[src/rtl/cbw_pkg.sv]
package cbw_pkg;
  typedef enum logic [2:0] {
    ST_RESET_SAMPLE = 3'd0,
    ST_COLD         = 3'd1,
    ST_SHUTDOWN     = 3'd2,
    ST_WAIT_PGOFF   = 3'd3,
    ST_START_DELAY  = 3'd4,
    ST_NORMAL       = 3'd5
  } cbw_state_e;
endpackage

[src/rtl/cbw_minute_prescaler.sv]
module cbw_minute_prescaler #(
  parameter int MS_PER_MIN = 60000
) (
  input  logic clk,
  input  logic rst_n,
  input  logic run,
  input  logic ms_tick,
  output logic min_tick
);
  localparam int W = (MS_PER_MIN > 2) ? $clog2(MS_PER_MIN) : 1;
  localparam logic [W-1:0] LAST = W'(MS_PER_MIN - 1);

  logic [W-1:0] div_q;

  assign min_tick = run && ms_tick && (div_q == LAST);

  always_ff @(posedge clk or negedge rst_n) begin
    if (!rst_n)          div_q <= '0;
    else if (!run)       div_q <= '0;
    else if (min_tick)   div_q <= '0;
    else if (ms_tick)    div_q <= div_q + 1'b1;
  end

  // a minute boundary only ever coincides with a millisecond tick
  p_min_on_ms_r6: assert property (@(posedge clk) disable iff (!rst_n)
    min_tick |-> ms_tick);
  // divider never passes its terminal count
  p_div_range_r6: assert property (@(posedge clk) disable iff (!rst_n)
    div_q <= LAST);
endmodule

[src/rtl/cbw_pulse_count.sv]
module cbw_pulse_count #(
  parameter int W = 8
) (
  input  logic         clk,
  input  logic         rst_n,
  input  logic         clr,
  input  logic         inc,
  output logic [W-1:0] cnt
);
  localparam logic [W-1:0] TOP = '1;

  always_ff @(posedge clk or negedge rst_n) begin
    if (!rst_n)                  cnt <= '0;
    else if (clr)                cnt <= '0;
    else if (inc && cnt != TOP)  cnt <= cnt + 1'b1;
  end

  // while counting, the value only climbs and by at most one
  p_count_step_r6: assert property (@(posedge clk) disable iff (!rst_n)
    !clr |=> (cnt == $past(cnt) || cnt == $past(cnt) + 1'b1));
endmodule

[src/rtl/coldboot_warmup_ctrl.sv]
module coldboot_warmup_ctrl
  import cbw_pkg::*;
#(
  parameter int N_RAILS    = 16,
  parameter int MS_PER_MIN = 60000,
  parameter int TO_W       = 8,
  parameter int DLY_W      = 8
) (
  input  logic               clk,
  input  logic               rst_n,
  input  logic               ms_tick,
  input  logic               thermal_in,
  input  logic [7:0]         mode_pin_sel,
  input  logic               log_en,
  input  logic [TO_W-1:0]    cold_timeout_min,
  input  logic [DLY_W-1:0]   start_delay_ms,
  input  logic [N_RAILS-1:0] cold_rail_mask,
  input  logic [N_RAILS-1:0] rail_has_en,
  input  logic [N_RAILS-1:0] rail_pgoff,
  output logic [N_RAILS-1:0] force_off,
  output logic               thermal_ovr,
  output logic               wdog_suppress,
  output logic               fault_log,
  output logic               normal_go
);
  cbw_state_e         st_q, st_d;
  logic [N_RAILS-1:0] force_q;
  logic               ovr_q, log_q;
  logic               min_tick;
  logic [TO_W-1:0]    min_cnt;
  logic [DLY_W-1:0]   dly_cnt;
  logic               in_cold, in_delay;
  logic               timed_out, cold_done, pg_done, dly_done, enter_cold;

  assign in_cold  = (st_q == ST_COLD);
  assign in_delay = (st_q == ST_START_DELAY);

  cbw_minute_prescaler #(.MS_PER_MIN(MS_PER_MIN)) u_presc (
    .clk(clk), .rst_n(rst_n), .run(in_cold), .ms_tick(ms_tick), .min_tick(min_tick)
  );

  cbw_pulse_count #(.W(TO_W)) u_min_cnt (
    .clk(clk), .rst_n(rst_n), .clr(!in_cold), .inc(min_tick), .cnt(min_cnt)
  );

  cbw_pulse_count #(.W(DLY_W)) u_dly_cnt (
    .clk(clk), .rst_n(rst_n), .clr(!in_delay), .inc(ms_tick), .cnt(dly_cnt)
  );

  assign timed_out  = (cold_timeout_min != '0) && (min_cnt >= cold_timeout_min);
  assign cold_done  = thermal_in || timed_out;
  assign pg_done    = ((force_q & ~rail_pgoff) == '0);
  assign dly_done   = (dly_cnt >= start_delay_ms);
  assign enter_cold = (st_q == ST_RESET_SAMPLE) && (mode_pin_sel != 8'd0) && !thermal_in;

  always_comb begin
    st_d = st_q;
    unique case (st_q)
      ST_RESET_SAMPLE: st_d = enter_cold ? ST_COLD : ST_NORMAL;
      ST_COLD:         if (cold_done) st_d = ST_SHUTDOWN;
      ST_SHUTDOWN:     st_d = ST_WAIT_PGOFF;
      ST_WAIT_PGOFF:   if (pg_done) st_d = ST_START_DELAY;
      ST_START_DELAY:  if (dly_done) st_d = ST_NORMAL;
      ST_NORMAL:       st_d = ST_NORMAL;
      default:         st_d = ST_NORMAL;
    endcase
  end

  always_ff @(posedge clk or negedge rst_n) begin
    if (!rst_n) begin
      st_q    <= ST_RESET_SAMPLE;
      force_q <= '0;
      ovr_q   <= 1'b0;
      log_q   <= 1'b0;
    end else begin
      st_q  <= st_d;
      log_q <= enter_cold && log_en;
      if (in_cold && cold_done) begin
        force_q <= cold_rail_mask & rail_has_en;
        ovr_q   <= 1'b1;
      end else if (in_delay && dly_done) begin
        force_q <= '0;
      end
    end
  end

  assign force_off     = force_q;
  assign thermal_ovr   = ovr_q;
  assign wdog_suppress = in_cold;
  assign fault_log     = log_q;
  assign normal_go     = (st_q == ST_NORMAL);

  // normal operation is final until reset
  p_normal_sticky_r9: assert property (@(posedge clk) disable iff (!rst_n)
    normal_go |=> normal_go);
  // the override never drops once set
  p_ovr_sticky_r5: assert property (@(posedge clk) disable iff (!rst_n)
    thermal_ovr |=> thermal_ovr);
  // watchdog hold-off and override never coexist
  p_wdog_cold_only_r4: assert property (@(posedge clk) disable iff (!rst_n)
    wdog_suppress |-> !thermal_ovr && !normal_go);
  // the log strobe is a single cycle at the start of warm-up
  p_log_single_r3: assert property (@(posedge clk) disable iff (!rst_n)
    fault_log |=> !fault_log);
  p_log_in_cold_r3: assert property (@(posedge clk) disable iff (!rst_n)
    fault_log |-> wdog_suppress);
  // forced mask taken from the enable-pin warm-up rails
  p_force_mask_r7: assert property (@(posedge clk) disable iff (!rst_n)
    $rose(thermal_ovr) |-> force_off == $past(cold_rail_mask & rail_has_en));
  // no progress while a forced rail is still above power-good-off
  p_wait_pgoff_r8: assert property (@(posedge clk) disable iff (!rst_n)
    (st_q == ST_WAIT_PGOFF) && ((force_off & ~rail_pgoff) != '0) |=> (st_q == ST_WAIT_PGOFF));
  // a disabled mode never enters warm-up
  p_disabled_r1: assert property (@(posedge clk) disable iff (!rst_n)
    (st_q == ST_RESET_SAMPLE) && (mode_pin_sel == 8'd0) |=> normal_go);
endmodule

[config.mk]
export PLATFORM = sky130hd
export DESIGN_NAME = coldboot_warmup_ctrl
export DESIGN_NICKNAME = d
export VERILOG_FILES = /design/src/rtl/cbw_pkg.sv /design/src/rtl/cbw_minute_prescaler.sv /design/src/rtl/cbw_pulse_count.sv /design/src/rtl/coldboot_warmup_ctrl.sv
export SDC_FILE = /design/constraint.sdc
export NUM_CORES = 1
export LEC_CHECK = 0
export CAP_MARGIN = 20
export CORE_ASPECT_RATIO = 1.5
export CORE_MARGIN = 1.5
export CORE_UTILIZATION = 31
export CTS_CLUSTER_SIZE = 14
export DETAILED_ROUTE_END_ITERATION = 8
export PLACE_DENSITY = 0.53
export SKIP_CTS_REPAIR_TIMING = 1
export SLEW_MARGIN = 0
export SYNTH_ARGS = -nofsm -noshare
export SYNTH_HDL_FRONTEND = slang
export SYNTH_SLANG_ARGS = --single-unit
[constraint.sdc]
create_clock -name clk -period 2.9 [get_ports clk]
set_clock_uncertainty 0.1 [all_clocks]
set_input_delay 0.58 -clock clk [delete_from_list [all_inputs] [get_ports clk]]
set_output_delay 0.58 -clock clk [all_outputs]
set_load 0.01 [all_outputs]
==> reports/qor.txt, run 1 <==
HP Class = in2async
WS Path Type = reg2out
Mux cell area share after synthesis = 5.63%
Reg2reg start = u_presc.div_q[1]$_DFFE_PN0P_
Vias after detailed routing = 2,931
Dpl hpwl = 6.94 mm
Layout cells sized above 1 = 5.71%
Area Growth Syn to Fin = 40.1%
CORE AREA = 0.0101 sq mm
Die area = 0.0110 sq mm
FF+latch count, synth = 53
First-pass GRT wire length = 14.9 mm
Final Hold Viols = 0
RSZ-0062 raised after global routing = false
Drt first pass iters = 4
Total power = 0.00151 W
Clk buf depth = 2
Iteration-0 DRC Markers = 144
Hold WS = 319 ps
Syn_nets = 446
Top_reg_cell synth = dfrtp_1
CTS root buf = clkbuf_16
Final TNS setup = 0 ps
FP Rows = 45
TritonCTS buffer count = 5
GPL Wtd Cong = 0.752
Tot GR Track Use = 17.3%
Post-synth EDFFs = 0
Worst-skew pair later-pin latency = 300 ps
Max Clk Rate = 392 MHz
Most common cell in the netlist = dfrtp_1
CTS sink cnt = 53
Worst Path Required = 2220 ps
Post-synthesis compound-gate area fraction = 15.7%
Initial core utilization = 31.8%
Layout Cells excl Fill = 572
R2r setup slk = 510 ps
H-tree depth = 2
Mapped cell area = 0.00320 sq mm
Slew Viols, Final = 0
Synth top cells by count = dfrtp_1 (53), nand2_1 (36), o21ai_0 (31)
CP startpoint kind = flop
Adder-Cell Fraction of Synth Area = 7.42%
CTS tree = yes
Nets = 550
Drt wl/cell = 15.7 um
Relative slew slack = 43.1%
Combinational family with the most area after synthesis = simple AND/OR/NAND/NOR gates
Critical Path Sink Type = output pin
Largest net degree at the start of global routing = 54
Reg clk slew, reported paths = 70 ps
DRT Wirelength = 9.00 mm
Synthesis Warnings = 0
Leakage power = 2.03 nW
Initial antenna violation count = 0
Die X = 86.0 um
Synth top area cells = dfrtp_1 (41%), ha_1 (7.4%), mux2i_1 (5.6%)
DRC Markers = 0
Maximum vdd ir drop = 0.204 mV
Worst-path fanout max = 7
Yosys top cell area share = 41.4%
Worst Tran Pin Value = 842 ps
Crit path time final = 2550 ps
Vias in the first global route = 3,086
Port Buffer Count = 96
Final antenna-violating net count = 0
Post-synth ARST share = 100%
Post-Syn Instances = 350
Max-Cap Viols = 0
Die height = 127 um
Syn avg cell area = 9.15 sq um
Top Ports = 97
Biggest area consumer among synthesized cells = dfrtp_1
Placed cell count = 564
Pwr per Cell Area = 337 mW/mm^2
Fin crit share = 88.0%
Critical path arrival = 1870 ps
Finish-stage setup viols = 0
Total grt overflow = 0
Post-Synth Simple-Gate Area = 22.5%
# diodes = 0
Critical path startpoint = st_q[2]$_DFFE_PN0P_
Fill count = 1,006
Outcome = completed
Xor/xnor cell area share of the yosys netlist = 2.73%
Sequential-to-total area share from yosys stat = 41.4%
Yosys cell types = 48
Vias per std cell = 5.12
per-stage QoR:
step                instance area (sq um)  utilization [%]  setup WS (ps)
global placement                     4340             43.0            135
CTS                                  4490             44.5            327
floorplan                            3200                -            437
finish                               4490             44.5            347
global route                         4490             44.5            240
detailed placement                   4340             43.0           59.1
final timing paths:
path	end	cells past startpoint
setup / recovery	wdog_suppress	4
hold / removal	fault_log$_DFF_PN0_	2
setup reg to reg	u_min_cnt.cnt[5]$_DFFE_PN0P_	6
hold reg to reg	u_presc.div_q[12]$_DFFE_PN0P_	1
max in group asynchronous	u_presc.div_q[8]$_DFFE_PN0P_	2
min in group clk	u_presc.div_q[12]$_DFFE_PN0P_	1
routing by layer:
layer  global-route usage (%)  vias up  wire (um)
met5                        0        -          0
met4                     4.65        0         93
met3                     2.97        5        280
met2                     34.6       53       5060
met1                     18.0     1407       3560
li1                         -     1466          -
cells by family (layout without fill, tap and decap cells):
group | count (synthesis) | in the layout
mux | 18 | 18
buf+inv | 38 | 143
fa+ha+maj | 19 | 19
compound gates | 79 | 79
simple gates | 133 | 133
xor+xnor | 10 | 10
flops | 53 | 53
report_power, final:
group	leakage (nW)	internal [W]	switching, W
combinational	1.23	0.000104	0.0000507
clock	0.0704	0.000325	0.000296
sequential	0.730	0.000738	0
cell usage in the layout (no fill, tap or decap), types with 3 or more instances in the layout:
cell type / n
clkdlybuf4s50_1: 95
dfrtp_1: 53
nand2_1: 36
o21ai_0: 31
inv_1: 30
nor2_1: 21
ha_1: 19
mux2i_1: 18
nor2b_1: 13
nand3_1: 12
nand4_1: 11
a21oi_1: 11
buf_4: 9
a2111oi_0: 6
nor3_1: 6
xnor2_1: 6
nor4_1: 5
or3_1: 5
a22o_1: 5
clkbuf_16: 5
nand2b_1: 4
a21o_1: 4
xor2_1: 4
a31oi_1: 4
o21a_1: 3
o31ai_1: 3
or4_1: 3
worst max-delay path, cell delays in order, from the launching register on:
cell	delay [ps]
dfrtp_1	430
and2b_1	260
nand2_1	80
inv_1	210
clkdlybuf4s50_1	590
flip-flops by register name, summed over array words and instances, names as in the netlist:
name,cells
u_min_cnt.cnt,8
u_presc.div_q,16
fault_log,1
u_dly_cnt.cnt,8
force_off,16
thermal_ovr,1
st_q,3
layout make-up:
| cell class | count | area, sq um | share of cell area [%] |
|---|---|---|---|
| clock buffers | 5 | 125 | 2.79 |
| clock inverters | 3 | 25.0 | 0.558 |
| inverters | 30 | 113 | 2.51 |
| multi-input cells | 259 | 1730 | 38.5 |
| flip-flops and latches | 53 | 1330 | 29.6 |
| well taps | 117 | 146 | 3.26 |
| repair buffers | 105 | 1020 | 22.8 |
No activity file was read; power rests on OpenSTA's default activity.
==> inputs of run 2 (changes only) <==
CELL_PAD_IN_SITES_DETAIL_PLACEMENT = 0   (was default)
CELL_PAD_IN_SITES_GLOBAL_PLACEMENT = 1   (was default)
CTS_BUF_LIST = sky130_fd_sc_hd__clkbuf_2   (was default)
PLACE_DENSITY = 0.69   (was 0.53)
SETUP_SLACK_MARGIN = 0.1   (was default)
==> reports/qor.txt, run 2 (synthesis gave the netlist of run 1 again) <==
Outcome = completed
Area Growth Syn to Fin = 38.3%
# diodes = 0 (unchanged)
Buf/Inv on CP = 2 (unchanged)
Initial core utilization = 31.8% (unchanged)
Finish-stage setup viols = 0 (unchanged)
HP Class = reg2reg
Largest stage delay, worst path = 560 ps (-30 ps)
Pwr per Cell Area = 288 mW/mm^2 (-15%)
Final Hold Viols = 0 (unchanged)
Slew Viols, Final = 0 (unchanged)
Critical path cell sequence = and2b_1 -> nand2_1 -> inv_2 -> clkdlybuf4s50_1
Die X = 86.0 um (unchanged)
Most common cell after layout, fill and taps aside = clkdlybuf4s50_1
Initial antenna violation count = 0 (unchanged)
Dpl hpwl = 7.03 mm (+1.4%)
Maximum vdd ir drop = 0.134 mV (-34%)
Vias after detailed routing = 2,949 (+0.61%)
Total grt overflow = 0 (unchanged)
Combinational share of power = 12.3% (+2.1 points)
Die area = 0.0110 sq mm (unchanged)
Iteration-0 DRC Markers = 133 (-7.6%)
Vias in the first global route = 3,217 (+4.2%)
GPL Wtd Cong = 0.781 (+3.8%)
Sw frac = 22.7% (-0.19 points)
Drt wl/cell = 15.5 um (-1.2%)
Vias per std cell = 5.15 (+0.44%)
Post-route core utilization = 43.9% (-0.58 points)
Worst Path Required = 2220 ps (about the same)
CP startpoint kind = flop
CP delay by family, top = buffers and inverters
Layout cells sized above 1 = 6.14% (+0.43 points)
Max Clk Rate = 384 MHz (-2.0%)
Clk buf depth = 2 (unchanged)
TritonCTS buffer count = 5 (unchanged)
Fill count = 998 (-0.80%)
CTS sink cnt = 53 (unchanged)
Pre-CTS setup slack = 86.5 ps (+27.4 ps)
Slowest stage cell, crit path = clkdlybuf4s50_1
Clock power frac = 29.6% (-11 points)
Nets = 552 (+0.36%)
Worst-path fanout max = 7 (unchanged)
CTS root buf = clkbuf_2
DRC Markers = 0 (unchanged)
Top Ports = 97 (unchanged)
Max-Cap Viols = 0 (unchanged)
Commonest cells after routing, fill and taps aside = clkdlybuf4s50_1 (95), dfrtp_1 (52), nand2_1 (36)
Largest net degree at the start of global routing = 26 (-52%)
Final antenna-violating net count = 0 (unchanged)
Worst Tran Pin Value = 906 ps (+63.7 ps)
Critical Path Sink Type = output pin
Internal power = 0.000987 W (-16%)
Fin crit share = 89.8% (+1.8 points)
Crit path time final = 2600 ps (+51.6 ps)
H-tree depth = 2 (unchanged)
Worst-skew pair later-pin latency = 450 ps (+150 ps)
Die height = 127 um (unchanged)
Sequential share of power = 58.1% (+9.4 points)
RSZ-0062 raised after global routing = false
Reg clk slew, reported paths = 270 ps (+200 ps)
Critical path arrival = 1920 ps (+50 ps)
DRT Wirelength = 8.90 mm (-1.1%)
First-pass GRT wire length = 15.4 mm (+3.2%)
CTS tree = yes
WS Path Type = reg2out
Psw = 0.000290 W (-16%)
Relative slew slack = 38.8% (-4.3 points)
Port Buffer Count = 96 (unchanged)
Final TNS setup = 0 ps (unchanged)
Final setup margin = 295 ps (-51.6 ps)
CORE AREA = 0.0101 sq mm (unchanged)
Leakage power = 2.01 nW (-0.87%)
Drt first pass iters = 4 (unchanged)
Tot GR Track Use = 17.5% (+0.26 points)
FP Rows = 45 (unchanged)
## run 2: path summary, 6_finish.rpt
check                                               from                             to  slack, ps  cells after the start
hold reg to reg            u_presc.div_q[12]$_DFFE_PN0P_  u_presc.div_q[12]$_DFFE_PN0P_        420                      1
hold / removal             u_presc.div_q[12]$_DFFE_PN0P_  u_presc.div_q[12]$_DFFE_PN0P_        420                      1
setup / recovery                     st_q[2]$_DFFE_PN0P_                  wdog_suppress        300                      4
max in group asynchronous                          rst_n            st_q[2]$_DFFE_PN0P_       1590                      3
min in group asynchronous                          rst_n   u_min_cnt.cnt[2]$_DFFE_PN0P_        440                      2
setup reg to reg            u_presc.div_q[0]$_DFFE_PN0P_   u_min_cnt.cnt[5]$_DFFE_PN0P_        480                      6
## run 2: final cells by class
type	count	area (sq um)	share of cell area, %
Multi-Input combinational cell	259	1730	39.0
Sequential cell	53	1330	30.0
Timing Repair Buffer	107	1050	23.8
Tap cell	117	146	3.31
Inverter	30	113	2.54
Clock inverter	2	35.0	0.791
Clock buffer	5	25.0	0.565
## run 2: power by group through the flow
stage | combinational, W | sequential [W] | clock [W]
finish | 0.000157 | 0.000741 | 0.000378
detailed placement | 0.000159 | 0.000753 | 0
CTS | 0.000159 | 0.000741 | 0.000391
floorplan | 0.0000286 | 0.000753 | 0
global placement | 0.000157 | 0.000753 | 0
global route | 0.000174 | 0.000742 | 0.000418
## run 2: worst register-to-register path: stages, from the launching register on
cell and delay [ps]:
dfrtp_1 450, ha_1 210, nand4_1 250, nor4_4 540, nand3_4 190, or4_1 500, a21oi_1 160
## run 2: per-layer routing
layer / vias to the layer above / share of wire, % / GRT usage, % / wire, um
met5: - / 0 / 0 / 0
met4: 0 / 0.90 / 3.70 / 80
met3: 5 / 3.6 / 3.17 / 319
met2: 56 / 56 / 34.1 / 5030
met1: 1419 / 39 / 19.5 / 3470
li1: 1469 / - / - / -
## run 2: through the flow
step	total power, W	hold WS, ps	instance area (sq um)	std cells
after floorplan	0.000782	184	3200	350
after global placement	0.000910	380	4350	564
after detailed placement	0.000912	378	4350	564
after CTS	0.00129	-83.1	4410	571
after global routing	0.00133	435	4430	573
final	0.00128	420	4430	573
==> inputs of run 3 (changes only) <==
CORE_UTILIZATION = 36   (was 31)
PLACE_DENSITY = 0.78   (was 0.69)
==> reports/qor.txt, run 3 (synthesis gave the netlist of run 1 again) <==
Worst Path Required = 2220 ps (about the same)
Iteration-0 DRC Markers = 142 (+6.8%)
Crit path time final = 2610 ps (+4.27 ps)
Dpl hpwl = 6.66 mm (-5.3%)
Post-route core utilization = 50.2% (+6.3 points)
CTS root buf = clkbuf_2
Largest net degree at the start of global routing = 35 (+35%)
DRT Wirelength = 8.49 mm (-4.6%)
Port Buffer Count = 96 (unchanged)
Area Growth Syn to Fin = 36.8%
GPL Wtd Cong = 0.840 (+7.6%)
Relative slew slack = 43.8% (+4.9 points)
Nets = 550 (-0.36%)
First-pass GRT wire length = 14.8 mm (-4.2%)
Hold WS = 416 ps (-4.00 ps)
Die X = 80.0 um (-7.0%)
Slew Viols, Final = 0 (unchanged)
Final Hold Viols = 0 (unchanged)
H-tree depth = 2 (unchanged)
Combinational share of power = 13.1% (+0.8 points)
Commonest cells after routing, fill and taps aside = clkdlybuf4s50_1 (95), dfrtp_1 (53), nand2_1 (36)
Worst Tran Pin Value = 833 ps (-73.2 ps)
Pwr per Cell Area = 270 mW/mm^2 (-6.3%)
Maximum vdd ir drop = 0.182 mV (+36%)
CTS tree = yes
FP Rows = 42 (-6.7%)
Critical path arrival = 1930 ps (about the same)
Initial core utilization = 36.7% (+4.9 points)
CORE AREA = 0.00872 sq mm (-13%)
Sequential share of power = 62.7% (+4.6 points)
Finish-stage setup viols = 0 (unchanged)
Drt first pass iters = 5 (+1)
Worst-skew pair later-pin latency = 450 ps (about the same)
Top Ports = 97 (unchanged)
Critical path cell sequence = and2b_1 -> nand2_1 -> inv_2 -> clkdlybuf4s50_1
RSZ-0062 raised after global routing = false
Clk buf depth = 2 (unchanged)
Post-DP Area = 0.00433 sq mm (-0.37%)
Die area = 0.00948 sq mm (-13%)
DRC Markers = 0 (unchanged)
Die height = 119 um (-7.0%)
Leakage power = 1.99 nW (-0.98%)
Sw frac = 24.0% (+1.3 points)
Design Area, Final = 0.00438 sq mm (-1.1%)
Critical Path Sink Type = output pin
Total power = 0.00118 W (-7.3%)
CTS sink cnt = 53 (unchanged)
Max-Cap Viols = 0 (unchanged)
Drt wl/cell = 15.0 um (-3.2%)
Clock power frac = 24.3% (-5.3 points)
Final TNS setup = 0 ps (unchanged)
Slowest stage cell, crit path = clkdlybuf4s50_1
TritonCTS buffer count = 5 (unchanged)
Initial antenna violation count = 0 (unchanged)
Tot GR Track Use = 19.6% (+2.1 points)
WS Path Type = reg2out
Final antenna-violating net count = 0 (unchanged)
Largest stage delay, worst path = 550 ps (about the same)
Psw = 0.000284 W (-2.1%)
Vias in the first global route = 3,178 (-1.2%)
CP startpoint kind = flop
Fin crit share = 90.0% (+0.15 points)
# diodes = 0 (unchanged)
Worst-path fanout max = 7 (unchanged)
Max Clk Rate = 383 MHz (-0.16%)
Reg clk slew, reported paths = 230 ps (-40 ps)
Buf/Inv on CP = 2 (unchanged)
Outcome = completed
Layout cells sized above 1 = 5.27% (-0.87 points)
CP delay by family, top = buffers and inverters
Vias per std cell = 5.28 (+2.6%)
Vias after detailed routing = 2,983 (+1.2%)
HP Class = reg2reg
Most common cell after layout, fill and taps aside = clkdlybuf4s50_1
Internal power = 0.000899 W (-8.9%)
Total grt overflow = 0 (unchanged)
[run 3: changes by cell type in the layout (fill, tap and decap cells not counted), sizes merged]
| cell | previous run | this run |
|---|---|---|
| buf | 11 | 9 |
| clkinv | 1 | 3 |
| bufinv | 1 | 0 |
[run 3: area by class of cell]
class	count	area [sq um]
Clock inverter	3	12.5
Sequential cell	53	1330
Clock buffer	5	25.0
Tap cell	110	138
Multi-Input combinational cell	259	1730
Fill cell	857	4340
Timing Repair Buffer	105	1040
Inverter	30	113
[run 3: power groups by stage]
stage	clock network [W]	registers (W)	logic, W
after floorplan	0	0.000753	0.0000286
after global placement	0	0.000753	0.000154
after detailed placement	0	0.000753	0.000156
after CTS	0.000304	0.000741	0.000156
after global routing	0.000326	0.000742	0.000172
final	0.000287	0.000741	0.000154
[run 3: per-layer routing]
metal	part of all wire [%]	vias up	routed length [um]	global-route usage (%)
met4	1.9	0	159	5.60
met5	0	-	0	0
met2	55	75	4710	36.9
met3	3.7	12	318	3.55
met1	39	1421	3310	21.7
li1	-	1475	-	-
[run 3: worst paths after layout]
check,startpoint,depth (start not counted),slack (ps),endpoint
setup / recovery,st_q[2]$_DFFE_PN0P_,4,290,wdog_suppress
hold / removal,thermal_ovr$_DFFE_PN0P_,1,420,thermal_ovr$_DFFE_PN0P_
setup reg to reg,u_presc.div_q[1]$_DFFE_PN0P_,6,440,u_min_cnt.cnt[5]$_DFFE_PN0P_
hold reg to reg,thermal_ovr$_DFFE_PN0P_,1,420,thermal_ovr$_DFFE_PN0P_
max in group asynchronous,rst_n,3,1400,thermal_ovr$_DFFE_PN0P_
min in group asynchronous,rst_n,2,450,u_presc.div_q[11]$_DFFE_PN0P_
[run 3: stage by stage]
stage	setup WS (ps)	cells
final	291	565
after detailed placement	70.5	556
after global routing	136	565
after CTS	144	564
after floorplan	437	350
after global placement	128	556
